--- src/rtl/aack_pacer_pkg.sv ---
package aack_pacer_pkg;

  // Tenure engine states
  typedef enum logic [1:0] {
    TN_IDLE = 2'd0,  // free, may accept a transfer start
    TN_HOLD = 2'd1,  // fast mode, acknowledge held by busy slaves
    TN_DEC  = 2'd2   // decode mode, decode cycle and busy wait
  } tenure_st_e;

endpackage

--- src/rtl/aack_rst_sync.sv ---
module aack_rst_sync #(
  parameter int STAGES = 2
) (
  input  logic clk,
  input  logic arst_n,
  output logic rst_o_n
);

  logic [STAGES-1:0] sh_q;
  logic [STAGES-1:0] sh_d;

  always_comb begin
    sh_d = {sh_q[STAGES-2:0], 1'b1};
  end

  always_ff @(posedge clk or negedge arst_n) begin
    if (!arst_n) begin
      sh_q <= '0;
    end else begin
      sh_q <= sh_d;
    end
  end

  assign rst_o_n = sh_q[STAGES-1];

endmodule

--- src/rtl/aack_tenure_fsm.sv ---
module aack_tenure_fsm
  import aack_pacer_pkg::*;
#(
  parameter int NS = 4
) (
  input  logic                  clk,
  input  logic                  rst_n,
  input  logic                  decode_mode,
  input  logic                  ts_n,
  input  logic [$clog2(NS)-1:0] ts_addr,
  input  logic [NS-1:0]         slave_busy,
  input  logic                  gap_active,
  output logic                  aack_n,
  output logic [NS-1:0]         dec_sel,
  output logic                  proto_err,
  output logic                  ack_set,
  output logic                  ts_take,
  output logic                  idle_next
);

  localparam int SELW = $clog2(NS);

  tenure_st_e       st_q;
  tenure_st_e       st_d;
  logic [SELW-1:0]  addr_q;
  logic             addr_en;
  logic             busy_any;
  logic             ts_seen;
  logic             perr_d;
  logic             aack_d;
  logic [NS-1:0]    sel_dec;
  logic [NS-1:0]    sel_d;

  assign busy_any = |slave_busy;
  assign ts_seen  = !ts_n;

  // next-state logic
  always_comb begin
    st_d    = st_q;
    ack_set = 1'b0;
    ts_take = 1'b0;
    addr_en = 1'b0;
    unique case (st_q)
      TN_IDLE: begin
        if (ts_seen && !gap_active) begin
          ts_take = 1'b1;
          if (decode_mode) begin
            addr_en = 1'b1;
            st_d    = TN_DEC;
          end else if (busy_any) begin
            st_d = TN_HOLD;
          end else begin
            ack_set = 1'b1;
          end
        end
      end
      TN_HOLD, TN_DEC: begin
        if (!busy_any) begin
          ack_set = 1'b1;
          st_d    = TN_IDLE;
        end
      end
      default: st_d = TN_IDLE;
    endcase
    perr_d = ts_seen && !ts_take;
  end

  // slave decode of the registered address field
  always_comb begin
    sel_dec = '0;
    if (int'(addr_q) < NS) begin
      sel_dec[addr_q] = 1'b1;
    end
  end

  always_comb begin
    sel_d     = (ack_set && decode_mode) ? sel_dec : '0;
    aack_d    = !ack_set;
    idle_next = (st_d == TN_IDLE);
  end

  always_ff @(posedge clk or negedge rst_n) begin
    if (!rst_n) begin
      st_q      <= TN_IDLE;
      aack_n    <= 1'b1;
      dec_sel   <= '0;
      proto_err <= 1'b0;
    end else begin
      st_q      <= st_d;
      aack_n    <= aack_d;
      dec_sel   <= sel_d;
      proto_err <= perr_d;
    end
  end

  // address register, clock enable only
  always_ff @(posedge clk) begin
    if (addr_en) begin
      addr_q <= ts_addr;
    end
  end


  fast_ack_chk: assert property (@(posedge clk) disable iff (!rst_n)
    (!decode_mode && ts_take && !busy_any) |=> !aack_n);


  dec_delay_chk: assert property (@(posedge clk) disable iff (!rst_n)
    (decode_mode && ts_take) |=> aack_n);


  busy_hold_chk: assert property (@(posedge clk) disable iff (!rst_n)
    ((st_q != TN_IDLE) && busy_any) |=> aack_n);


  ack_pulse_chk: assert property (@(posedge clk) disable iff (!rst_n)
    !aack_n |=> aack_n);


  sel_onehot_chk: assert property (@(posedge clk) disable iff (!rst_n)
    (!aack_n && decode_mode) |-> $onehot(dec_sel));


  sel_idle_chk: assert property (@(posedge clk) disable iff (!rst_n)
    aack_n |-> (dec_sel == '0));


  err_no_ack_chk: assert property (@(posedge clk) disable iff (!rst_n)
    (ts_seen && gap_active && (st_q == TN_IDLE)) |=> (aack_n && proto_err));

endmodule

--- src/rtl/aack_out_track.sv ---
module aack_out_track #(
  parameter int CW = 3
) (
  input  logic          clk,
  input  logic          rst_n,
  input  logic          inc,
  input  logic          dec,
  output logic [CW-1:0] cnt_q,
  output logic [CW-1:0] cnt_d
);

  localparam logic [CW-1:0] CNT_MAX = {CW{1'b1}};

  always_comb begin
    cnt_d = cnt_q;
    unique case ({inc, dec})
      2'b10: if (cnt_q != CNT_MAX) cnt_d = cnt_q + 1'b1;
      2'b01: if (cnt_q != '0)      cnt_d = cnt_q - 1'b1;
      default: cnt_d = cnt_q;
    endcase
  end

  always_ff @(posedge clk or negedge rst_n) begin
    if (!rst_n) begin
      cnt_q <= '0;
    end else begin
      cnt_q <= cnt_d;
    end
  end


  both_stay_chk: assert property (@(posedge clk) disable iff (!rst_n)
    (inc && dec) |=> (cnt_q == $past(cnt_q)));


  floor_chk: assert property (@(posedge clk) disable iff (!rst_n)
    ((cnt_q == '0) && dec && !inc) |=> (cnt_q == '0));

endmodule

--- src/rtl/aack_grant_ctl.sv ---
module aack_grant_ctl #(
  parameter int CW      = 3,
  parameter int SPACING = 3
) (
  input  logic          clk,
  input  logic          rst_n,
  input  logic          br_n,
  input  logic          ts_take,
  input  logic          idle_next,
  input  logic [CW-1:0] cnt_q,
  input  logic [CW-1:0] cnt_d,
  input  logic [CW-1:0] cap,
  output logic          bg_n,
  output logic          gap_active
);

  localparam int            GW       = $clog2(SPACING);
  localparam logic [GW-1:0] GAP_LOAD = GW'(SPACING - 1);

  logic [GW-1:0] gap_q;
  logic [GW-1:0] gap_d;
  logic          bg_d;

  assign gap_active = (gap_q != '0);

  always_comb begin
    if (ts_take) begin
      gap_d = GAP_LOAD;
    end else if (gap_active) begin
      gap_d = gap_q - 1'b1;
    end else begin
      gap_d = '0;
    end
    bg_d = !(!br_n && idle_next && (gap_d == '0) && (cnt_d < cap));
  end

  always_ff @(posedge clk or negedge rst_n) begin
    if (!rst_n) begin
      gap_q <= '0;
      bg_n  <= 1'b1;
    end else begin
      gap_q <= gap_d;
      bg_n  <= bg_d;
    end
  end


  cap_grant_chk: assert property (@(posedge clk) disable iff (!rst_n)
    !bg_n |-> (cnt_q < cap));


  gap_grant_chk: assert property (@(posedge clk) disable iff (!rst_n)
    gap_active |-> bg_n);


  start_block_chk: assert property (@(posedge clk) disable iff (!rst_n)
    ts_take |=> bg_n);

endmodule

--- src/rtl/aack_pacer.sv ---
module aack_pacer #(
  parameter int NS      = 4,
  parameter int CW      = 3,
  parameter int SPACING = 3
) (
  input  logic                  clk,
  input  logic                  rst_n,
  input  logic                  cfg_decode,
  input  logic [CW-1:0]         cfg_cap,
  input  logic                  ts_n,
  input  logic [$clog2(NS)-1:0] ts_addr,
  input  logic [NS-1:0]         slave_busy,
  input  logic                  br_n,
  input  logic                  data_done,
  output logic                  aack_n,
  output logic                  bg_n,
  output logic [NS-1:0]         dec_sel,
  output logic                  proto_err
);

  logic          core_rst_n;
  logic          mode_q;
  logic [CW-1:0] cap_q;
  logic          ack_set;
  logic          ts_take;
  logic          idle_next;
  logic          gap_active;
  logic [CW-1:0] cnt_q;
  logic [CW-1:0] cnt_d;

  aack_rst_sync #(.STAGES(2)) u_rst (
    .clk     (clk),
    .arst_n  (rst_n),
    .rst_o_n (core_rst_n)
  );

  // static configuration, loaded only while the core is in reset
  always_ff @(posedge clk) begin
    if (!core_rst_n) begin
      mode_q <= cfg_decode;
      cap_q  <= cfg_cap;
    end
  end

  aack_tenure_fsm #(.NS(NS)) u_fsm (
    .clk         (clk),
    .rst_n       (core_rst_n),
    .decode_mode (mode_q),
    .ts_n        (ts_n),
    .ts_addr     (ts_addr),
    .slave_busy  (slave_busy),
    .gap_active  (gap_active),
    .aack_n      (aack_n),
    .dec_sel     (dec_sel),
    .proto_err   (proto_err),
    .ack_set     (ack_set),
    .ts_take     (ts_take),
    .idle_next   (idle_next)
  );

  aack_out_track #(.CW(CW)) u_cnt (
    .clk   (clk),
    .rst_n (core_rst_n),
    .inc   (ack_set),
    .dec   (data_done),
    .cnt_q (cnt_q),
    .cnt_d (cnt_d)
  );

  aack_grant_ctl #(.CW(CW), .SPACING(SPACING)) u_gnt (
    .clk        (clk),
    .rst_n      (core_rst_n),
    .br_n       (br_n),
    .ts_take    (ts_take),
    .idle_next  (idle_next),
    .cnt_q      (cnt_q),
    .cnt_d      (cnt_d),
    .cap        (cap_q),
    .bg_n       (bg_n),
    .gap_active (gap_active)
  );


  cfg_hold_chk: assert property (@(posedge clk) disable iff (!core_rst_n)
    (cfg_decode != mode_q) |=> (mode_q == $past(mode_q)));


  rst_quiet_chk: assert property (@(posedge clk)
    !core_rst_n |=> (!core_rst_n || (aack_n && !proto_err)));

endmodule

--- config.mk ---
export PLATFORM = sky130hd
export DESIGN_NAME = aack_pacer
export DESIGN_NICKNAME = d
export VERILOG_FILES = /design/src/rtl/aack_pacer_pkg.sv /design/src/rtl/aack_rst_sync.sv /design/src/rtl/aack_tenure_fsm.sv /design/src/rtl/aack_out_track.sv /design/src/rtl/aack_grant_ctl.sv /design/src/rtl/aack_pacer.sv
export SDC_FILE = /design/constraint.sdc
export NUM_CORES = 1
export LEC_CHECK = 0
export BUFFER_PORTS_ARGS = -buffer_cell sky130_fd_sc_hd__buf_2
export CAP_MARGIN = 40
export CORE_MARGIN = 1
export CORE_UTILIZATION = 28
export CTS_BUF_LIST = sky130_fd_sc_hd__clkbuf_8 sky130_fd_sc_hd__clkbuf_16
export CTS_CLUSTER_DIAMETER = 80
export CTS_CLUSTER_SIZE = 40
export DETAILED_ROUTE_END_ITERATION = 8
export GPL_ROUTABILITY_DRIVEN = 0
export GPL_TIMING_DRIVEN = 0
export SLEW_MARGIN = 10
export SYNTH_ARGS = -nofsm -noshare
export SYNTH_HDL_FRONTEND = slang
export SYNTH_SLANG_ARGS = --single-unit
--- constraint.sdc ---
create_clock -name clk -period 0.8 [get_ports clk]
set_input_delay 0 -clock clk [delete_from_list [all_inputs] [get_ports clk]]
set_output_delay 0 -clock clk [all_outputs]
set_load 0.005 [all_outputs]
After elaboration in Yosys (flattened, before gate mapping)
Cells that the tools add are included.
{ "word_totals": {"reg_bits": 22, "out_inout_bits": 7} }
{ "classes": {"addsub": 3, "order_cmp": 3, "n_eq_ne": 5, "n_mux": 22, "n_reduce_logical": 20} }
{ "op_table": {"columns": ["cell", "count"], "rows": [
  ["2-bit 2-to-1 mux", 6],
  ["1-bit 2-to-1 mux", 9],
  ["1-bit logical AND", 7],
  ["1-bit zero test", 6],
  ["2-bit zero test", 3],
  ["3-bit 2-to-1 mux", 2],
  ["3-bit one-hot mux with 2 select lines", 1],
  ["2-bit by 1-bit == test with 1-bit output, second input constant", 2],
  ["2-bit == test, second input constant", 2],
  ["4-bit 2-to-1 mux", 1],
  ["2-bit one-hot mux with 2 select lines", 1],
  ["4-bit OR reduction", 1],
  ["3-bit by 1-bit adder with 3-bit output, second input constant", 1],
  ["2-bit by 3-bit < comparator with 1-bit output, second input constant", 1],
  ["3-bit < comparator", 1],
  ["3-bit inequality test, second input constant", 1],
  ["3-bit nonzero test", 1],
  ["3-bit by 1-bit subtractor with 3-bit output, second input constant", 1],
  ["1-bit demux with 2-bit select", 1],
  ["2-bit by 1-bit >= comparator with 1-bit output, second input constant", 1],
  ["1-bit one-hot mux with 2 select lines", 1],
  ["2-bit nonzero test", 1],
  ["2-bit OR reduction", 1],
  ["2-bit by 1-bit subtractor with 2-bit output, second input constant", 1]
]} }

Longest topological paths before layout
Gate-level depths: netlist of the first run.
{ "depth": {"ltp_word": 10, "depth_mapped": 14} }

Cells and area by module
From an unflattened synthesis of the first run, not the netlist that was laid out.
{ "unflattened": {"hier_cells": 95, "hier_area_um2": 1097.3} }
{ "modules_own_cells": {"columns": ["mod", "n_inst", "cells_each", "area_per_inst_um2", "seq_area_each_um2"], "rows": [
  ["aack_tenure_fsm", 1, 42, 480.5, 261.5],
  ["aack_out_track", 1, 30, 270.3, 75.1],
  ["aack_grant_ctl", 1, 15, 168.9, 76.3],
  ["aack_pacer", 1, 5, 123.9, 120.1],
  ["aack_rst_sync", 1, 3, 53.8, 50.0]
]} }

Least setup slack after synthesis of the first run
OpenSTA, ideal clock, no wires.
{ "synth_timing": {"path_kind": "register to register", "start": "register u_gnt.gap_q[1]", "end": "register u_gnt.bg_n", "arrival_time_ns": 2.415, "required_ns": 0.695, "path_slack_ns": -1.720, "path_stages_with_launch": 14, "path_buffers": 0, "synth_period_minus_slack_ns": 2.520, "cell_sequence": "dfrtp_1 nor3_1 nand2_1 nor2_1 o21a_1 inv_1 ha_1 and3b_1 a311o_1 nand2_1 o21ai_0 ha_1 o21ai_0 o221ai_1"} }
{ "synth_via": {"elab_chain_len": 10, "elab_cells_between_ends": 22} }
{ "synth_lines": {"columns": ["item", "line_no", "text"], "rows": [
  ["start: declaration", "aack_grant_ctl.sv:20", "logic [GW-1:0] gap_q;"],
  ["start signal: assignment", "aack_grant_ctl.sv:42", "gap_q <= gap_d;"],
  ["2-bit nonzero test (*)", "aack_grant_ctl.sv:24", "assign gap_active = (gap_q != '0);"],
  ["1-bit zero test (*)", "aack_tenure_fsm.sv:45", "if (ts_seen && !gap_active) begin"],
  ["1-bit logical AND (*)", "aack_tenure_fsm.sv:45", null],
  ["1-bit 2-to-1 mux (*)", "aack_tenure_fsm.sv:45", null],
  ["1-bit one-hot mux with 2 select lines (*)", "aack_tenure_fsm.sv:43", "unique case (st_q)"],
  ["2-bit by 1-bit == test with 1-bit output / 2-bit == test (equally long branches)", "aack_out_track.sv:16", "unique case ({inc, dec})"],
  ["3-bit one-hot mux with 2 select lines (*)", "aack_out_track.sv:16", null],
  ["named net cnt_d[1]", "aack_pacer.sv:29", "logic [CW-1:0] cnt_d;"],
  ["3-bit < comparator (*)", "aack_grant_ctl.sv:34", "bg_d = !(!br_n && idle_next && (gap_d == '0) && (cnt_d < cap));"],
  ["1-bit logical AND (*)", "aack_grant_ctl.sv:34", null],
  ["1-bit zero test (*)", "aack_grant_ctl.sv:34", null],
  ["named net u_gnt.bg_d", "aack_grant_ctl.sv:22", "logic bg_d;"],
  ["end signal: assignment", "aack_grant_ctl.sv:43", "bg_n <= bg_d;"],
  ["end: declaration", "aack_grant_ctl.sv:13", "output logic bg_n,"]
]} }
The timed path passes the listed nets; every way through them passes the cells marked *.
A chain may end at the register's enable or synchronous reset.

Final worst setup path of the first run
{ "layout_timing": {"start": "register u_fsm.st_q[1]", "end": "register u_gnt.bg_n"} }
{ "layout_via": {"elab_cells_between_ends": 22} }
{ "layout_lines": {"columns": ["item", "line_no", "text"], "rows": [
  ["start: declaration", "aack_tenure_fsm.sv:23", "tenure_st_e st_q;"],
  ["start signal: assignment", "aack_tenure_fsm.sv:89", "st_q <= st_d;"],
  ["2-bit by 1-bit == test with 1-bit output / 2-bit == test (equally long branches)", "aack_tenure_fsm.sv:43", null],
  ["2-bit OR reduction", "aack_tenure_fsm.sv:43", null],
  ["1-bit one-hot mux with 2 select lines (*)", "aack_tenure_fsm.sv:43", null],
  ["2-bit by 1-bit == test with 1-bit output / 2-bit == test (equally long branches)", "aack_out_track.sv:16", null],
  ["3-bit one-hot mux with 2 select lines (*)", "aack_out_track.sv:16", null],
  ["named net cnt_d[1]", "aack_pacer.sv:29", null],
  ["3-bit < comparator (*)", "aack_grant_ctl.sv:34", null],
  ["1-bit logical AND (*)", "aack_grant_ctl.sv:34", null],
  ["1-bit zero test (*)", "aack_grant_ctl.sv:34", null],
  ["named net u_gnt.bg_d", "aack_grant_ctl.sv:22", null]
]} }
Marked as above.

==> results of run 1 <==
## report_power, final
group	internal, W	switching, W	total (W)
Clock	0.000542	0.000336	0.000878
Combinational	0.00116	0.00106	0.00221
Sequential	0.00141	0.000220	0.00163
## routing by layer
layer / routed length, um / vias up / global-route usage
met1: 1060 / 422 / 0.147
met2: 1050 / 17 / 0.202
met4: 40 / 0 / 0.0581
met5: 0 / - / 0
met3: 74 / 4 / 0.0236
li1: - / 427 / -
## final cells by class
cell class              instances  area (sq um)  area share
multi-input cells              62           573       0.350
flip-flops and latches         22           589       0.360
repair buffers                 43           305       0.186
well taps                      46          57.6      0.0351
clock buffers                   4          66.3      0.0405
inverters                      12          47.5      0.0290
## cells in the mapped netlist, drive strengths merged, types with 2 or more instances
cell type  number
nor3            5
a21oi           4
o21ai           6
nor2            6
nand2           8
dfrtp          14
nand3           3
edfxtp          6
ha              9
dfstp           2
nor2b           4
inv            12
## sequential cells by signal (all words and copies together) (netlist names)
name and cells:
u_fsm.dec_sel 4, cap_q 3, u_cnt.cnt_q 3, u_fsm.addr_q 2
u_fsm.st_q 2, u_gnt.gap_q 2, u_rst.sh_q 2, mode_q 1
u_fsm.aack_n 1, u_fsm.proto_err 1, u_gnt.bg_n 1
## logic make-up (layout without fill, tap and decap cells)
| logic type | Yosys count | in the layout |
|---|---|---|
| AND/OR/NAND/NOR | 33 | 33 |
| flip-flops | 22 | 22 |
| AO/OA/AOI/OAI | 19 | 19 |
| buffers and inverters | 12 | 59 |
| adder cells (fa/ha/maj) | 9 | 9 |
| other | 1 | 1 |
## metrics by stage
step / cells / power (W)
floorplan: 96 / 0.00261
global placement: 163 / 0.00287
detailed placement: 163 / 0.00296
CTS: 186 / 0.00453
global route: 189 / 0.00503
finish: 189 / 0.00472
## critical path, cell delays in order (launching register included)
cell	delay (ps)
sky130_fd_sc_hd__dfrtp_1	440
sky130_fd_sc_hd__inv_2	70
sky130_fd_sc_hd__ha_4	170
sky130_fd_sc_hd__nand2_2	60
sky130_fd_sc_hd__nor2_1	40
sky130_fd_sc_hd__o21a_1	200
sky130_fd_sc_hd__buf_6	130
sky130_fd_sc_hd__ha_4	230
sky130_fd_sc_hd__a311o_1	340
sky130_fd_sc_hd__nand2_1	110
sky130_fd_sc_hd__o21ai_2	80
sky130_fd_sc_hd__ha_4	270
sky130_fd_sc_hd__o21ai_2	50
sky130_fd_sc_hd__o221ai_2	200
## worst max path at each step
stage	to	cells past startpoint
floorplan	u_gnt.bg_n	13
global placement	u_gnt.bg_n	12
detailed placement	u_gnt.bg_n	13
CTS	u_gnt.bg_n	14
global route	u_gnt.bg_n	13
finish	u_gnt.bg_n	13
## timing repair
action	CTS	global route
setup buffers	12	4
setup endpoints to repair	21	22
gates resized for setup	29	6
endpoints found under the hold margin	10	1
pin swaps	11	12
==> flow_summary.toml, run 1 <==
[synth]
synthesis.area_sq_um = 1050
post_synth_xor_area_fraction = 0
synth_flop_cell = "sky130_fd_sc_hd__dfrtp_1"
synth_fa_ha_area_frac = 0.108
syn_inst = 96
multiplexer_fraction_of_the_synthesized_cell_area = 0
netlist.top_cell.by_area = "sky130_fd_sc_hd__dfrtp_1"
synth_compound_gate_area_share = 0.123
yosysUniqueCellTypes = 29
synth-warning-count = 0
synth_fp_nets = 120
synth_top_family_by_area = "simple AND/OR/NAND/NOR gates"
synthArstFlopShare = 0.727
ys_ff_latch = 22
synth_seq_area_share = 0.557
synth_top_area_share = 0.335
post_synth.cell_area_avg_sq_um = 10.9
edff_count_synth = 6
yosys-top-cells-area = "sky130_fd_sc_hd__dfrtp_1 (33%), sky130_fd_sc_hd__edfxtp_1 (17%), sky130_fd_sc_hd__ha_1 (11%)"
post_synth_and_or_nand_nor_area_fraction = 0.165

[critical_path]
r2r_setup_slack_ps = -1670
worst-path-max-fanout = 6
worstPathArrival_ps = 2640
r2r-start = "u_fsm.st_q[1]"
reg2regPathDepth = 13
crit_path_start_kind = "register"
regToRegEndpoint = "u_gnt.bg_n"
setup.worst_path.end_class = "register"
criticalPathCategory = "reg -> reg"
crit_path_start = "u_fsm.st_q[1]"
data_required_critical_path_ps = 970

[sta]
finalCriticalPeriod_ps = 2470
final-hold-violation-count = 1
final-setup-viol-count = 21
final_worst_path_period_share = 3.09
hold_slack_ps = -1.21
postLayoutSetupSlackWorst_ps = -1670
max_fclk_ghz = 0.405
timing.clock.skew_ps = 2.48
setup_tns_ps = -10820
grt_setup_unrepaired = "yes"
timing.final.max_slew_violations = 0

[placed_design]
portBuffers = 21
dp_hpwl_um = 1460
placement.cell_area_sq_um = 1230
pre_cts_slack_ps = -1860

[global_routing]
antenna_violations_before_repair = 0
globalRouteTotalUtil = 0.120
first_global_vias = 875
grt_start_max_net_pins = 15
grt_first_pass_wirelength_um = 3740
grt_overflow_total = 0

[clock_tree]
clock_tree_from_tritoncts = "yes"
cts_root_buf = "sky130_fd_sc_hd__clkbuf_8"
worst_skew_pair.late_latency_ps = 260
post_cts_hold_buffer_count = 8
clock_sinks = 22
cts-buffers-inserted = 3
cts-htree-levels = 1
clock_tree.buffer_depth = 2
clk_pin_slew_worst_paths_ps = 80

[drt]
detail_route.vias_per_cell = 4.60
avgRoutedWirePerCell_um = 11.8
routed-via-count = 870
dr.pass1.iters = 4
antenna_violating_nets_left = 0
drtIter0Drc = 11
wl_um = 2230
drc_errors = 0

[status]
failed_checks = "hold timing, setup timing"
status = "complete, but fails checks"

[layout]
final_standard_cell_area_without_fillers_sq_um = 1640
mostFrequentLayoutCell = "sky130_fd_sc_hd__buf_2"
drive_gt1_frac = 0.503
utilization = 0.473
count_of_inserted_antenna_diode_cells = 0
syn_to_final_growth_pct = 56.7
finish.net_count = 168
mostFrequentLayoutCells = "sky130_fd_sc_hd__buf_2 (21), sky130_fd_sc_hd__dfrtp_1 (11), sky130_fd_sc_hd__buf_4 (10)"
fillCellCount = 333

[power_and_ir_drop]
p_leak_nw = 0.722
power.density_cell_area_nw_per_um2 = 2880
vdd_ir_drop_max_v = 0.000784

[die]
initial_core_util = 0.302
die_area_sq_um = 3980
fp.dieW_um = 63.1
num_io_pins = 22
core.rowCount = 21
die_y_um = 63.1
placeableCoreArea_sq_um = 3470

[worst_hold_path]
holdCritStartpoint = "br_n"
hp-class = "in -> reg"
timing.hold.worst_path_depth = 3
worst_hold_path.endpoint = "u_gnt.bg_n"

[flow_run]
maxCapViolations = 0
Note: power is estimated with default switching activity, not from simulation.
==> run 2: changes to the inputs <==
Settings changed: BUFFER_PORTS_ARGS -buffer_cell sky130_fd_sc_hd__buf_2 to -buffer_cell sky130_fd_sc_hd__buf_4.
==> run 2 against run 1 <==
Against the previous run: the flow still finishes with violations (hold timing, setup timing); wire length rose by 28%; clock power rose by 3.4%; worst hold slack got worse by 4.9 ps; setup slack got worse by 52 ps; sequential share of layout area fell by 4.6 points; final area rose by 15%; critical path depth did not move; core utilization rose by 6.9 points; final cell count rose by 6.3%; power rose by 20%; register-to-register slack got worse by 50 ps; critical path type unchanged; highest routed layer unchanged.
==> flow_summary.toml, run 2 (synthesized netlist as in run 1, its figures left out) <==
[status]
status = "complete, but fails checks"
failed_checks = "hold timing, setup timing"

[critical_path]
critPathMaxStageDelay_ps = 440
crit_path_start = "u_fsm.st_q[1]"
reg2regPathDepth = 13
criticalPathCategory = "reg -> reg"
worst-path-max-fanout = 5
worstPathBufferInverterCount = 2
crit_chain = "inv_2 -> ha_4 -> nand2_2 -> nor2_1 -> o21a_1 -> buf_6 -> ha_4 -> a311o_1 -> nand2_1 -> o21ai_2 -> ha_4 -> o21ai_2 -> o221ai_2"
crit_path_end = "u_gnt.bg_n"
crit_top_cell = "sky130_fd_sc_hd__ha_4"
setup.worst_path.end_class = "register"
cp_num_cells = 13
critical-path-top-delay-family = "compound AO/OA/AOI/OAI gates"
r2r_setup_slack_ps = -1720
regToRegEndpoint = "u_gnt.bg_n"
worstPathArrival_ps = 2690
critPathSlowestCell = "sky130_fd_sc_hd__dfrtp_1"
crit_path_start_kind = "register"
data_required_critical_path_ps = 970
r2r-start = "u_fsm.st_q[1]"

[power_and_ir_drop]
combPwrFrac = 0.549
share_seq_of_total_power = 0.291
power.switching_w = 0.00198
post-layout-total-power_w = 0.00567
vdd_ir_drop_max_v = 0.000835
internal-power_w = 0.00369
power.share.clock = 0.160
power.density_cell_area_nw_per_um2 = 3020
p_leak_nw = 0.834
switching_share = 0.349

[clock_tree]
worst_skew_pair.late_latency_ps = 260
cts_root_buf = "sky130_fd_sc_hd__clkbuf_8"
cts-buffers-inserted = 3
clk_pin_slew_worst_paths_ps = 80
post_cts_hold_buffer_count = 8
clock_tree.buffer_depth = 2
clock_tree_from_tritoncts = "yes"
cts-htree-levels = 1
clock_sinks = 22

[drt]
dr.pass1.iters = 4
avgRoutedWirePerCell_um = 14.2
routed-via-count = 935
drtIter0Drc = 24
antenna_violating_nets_left = 0
wl_um = 2850
drc_errors = 0
detail_route.vias_per_cell = 4.65

[sta]
final-hold-violation-count = 1
max_fclk_ghz = 0.396
finalCriticalPeriod_ps = 2520
timing.clock.skew_ps = 5.59
final-setup-viol-count = 22
timing.final.max_slew_violations = 0
final_worst_path_period_share = 3.15
hold_slack_ps = -6.11
grt_setup_unrepaired = "yes"
postLayoutSetupSlackWorst_ps = -1720

[global_routing]
globalRouteTotalUtil = 0.148
grt_first_pass_wirelength_um = 4570
first_global_vias = 1007
antenna_violations_before_repair = 0
grt_start_max_net_pins = 15
grt_overflow_total = 0

[die]
fp.dieW_um = 63.1
core.rowCount = 21
die_area_sq_um = 3980
num_io_pins = 22
initial_core_util = 0.302
placeableCoreArea_sq_um = 3470
die_y_um = 63.1

[layout]
largest_register = "u_fsm.dec_sel"
count_of_inserted_antenna_diode_cells = 0
syn_to_final_growth_pct = 79.4
final-seq-area_sq_um = 589
fillCellCount = 283
finish.net_count = 180
multiInputGateArea_sq_um = 616
drive_gt1_frac = 0.574
mostFrequentLayoutCells = "sky130_fd_sc_hd__buf_4 (29), sky130_fd_sc_hd__buf_6 (18), sky130_fd_sc_hd__dfrtp_1 (11)"
mostFrequentLayoutCell = "sky130_fd_sc_hd__buf_4"
largestRegisters = "u_fsm.dec_sel (4), cap_q (3), u_cnt.cnt_q (3)"
utilization = 0.541
largest_reg_flops = 4

[placed_design]
pre_cts_slack_ps = -1880
portBuffers = 21
dp_hpwl_um = 1460

[flow_run]
maxCapViolations = 0

[worst_hold_path]
hp-class = "in -> reg"
==> run 2: per-layer routing <==
metal | part of all wire | vias to the layer above | global-route usage
li1 | - | 454 | -
met1 | 0.39 | 456 | 0.157
met2 | 0.55 | 19 | 0.277
met3 | 0.026 | 6 | 0.0290
met4 | 0.027 | 0 | 0.0698
met5 | 0 | - | 0
==> run 2: worst min-delay path by stage <==
stage | startpoint | to | slack [ps] | cells after the start
global route | br_n | u_gnt.bg_n | -20 | 3
floorplan | rst_n | u_rst.sh_q[0] | -300 | 0
finish | br_n | u_gnt.bg_n | -6 | 3
detailed placement | rst_n | u_rst.sh_q[0] | -220 | 1
global placement | rst_n | u_rst.sh_q[0] | -220 | 1
CTS | br_n | u_gnt.bg_n | -30 | 3
==> run 2: through the flow <==
stage	TNS, ps	instance area [sq um]	hold slack, ps	instances
after detailed placement	-10890	1290	-217	163
after global routing	-13150	1880	-17.8	201
after global placement	-10340	1290	-217	163
final	-12160	1880	-6.11	201
after floorplan	-8130	1070	-296	96
after CTS	-11080	1790	-30.1	201
==> run 2: area by class of cell <==
class	count	share of cell area
repair buffers	55	0.267
flip-flops and latches	22	0.314
multi-input cells	62	0.328
clock buffers	4	0.0353
well taps	46	0.0307
inverters	12	0.0253
==> run 2: repair_timing <==
action	in CTS	in global routing
resized for setup	41	20
setup buffers	40	6
endpoints found under the setup margin	21	22
endpoints found under the hold margin	10	1
pin swaps	15	17
==> run 2: power groups by stage <==
stage | Clock (W) | Sequential (W) | Combinational, W
floorplan | 0 | 0.00161 | 0.000997
global placement | 0 | 0.00164 | 0.00128
detailed placement | 0 | 0.00166 | 0.00135
CTS | 0.000914 | 0.00165 | 0.00265
global route | 0.000983 | 0.00168 | 0.00332
finish | 0.000908 | 0.00165 | 0.00311
==> run 2: worst min-delay path, cell delays in order <==
cell	delay (ps)
sky130_fd_sc_hd__buf_4	90
sky130_fd_sc_hd__a2111oi_2	50
sky130_fd_sc_hd__o221ai_2	80
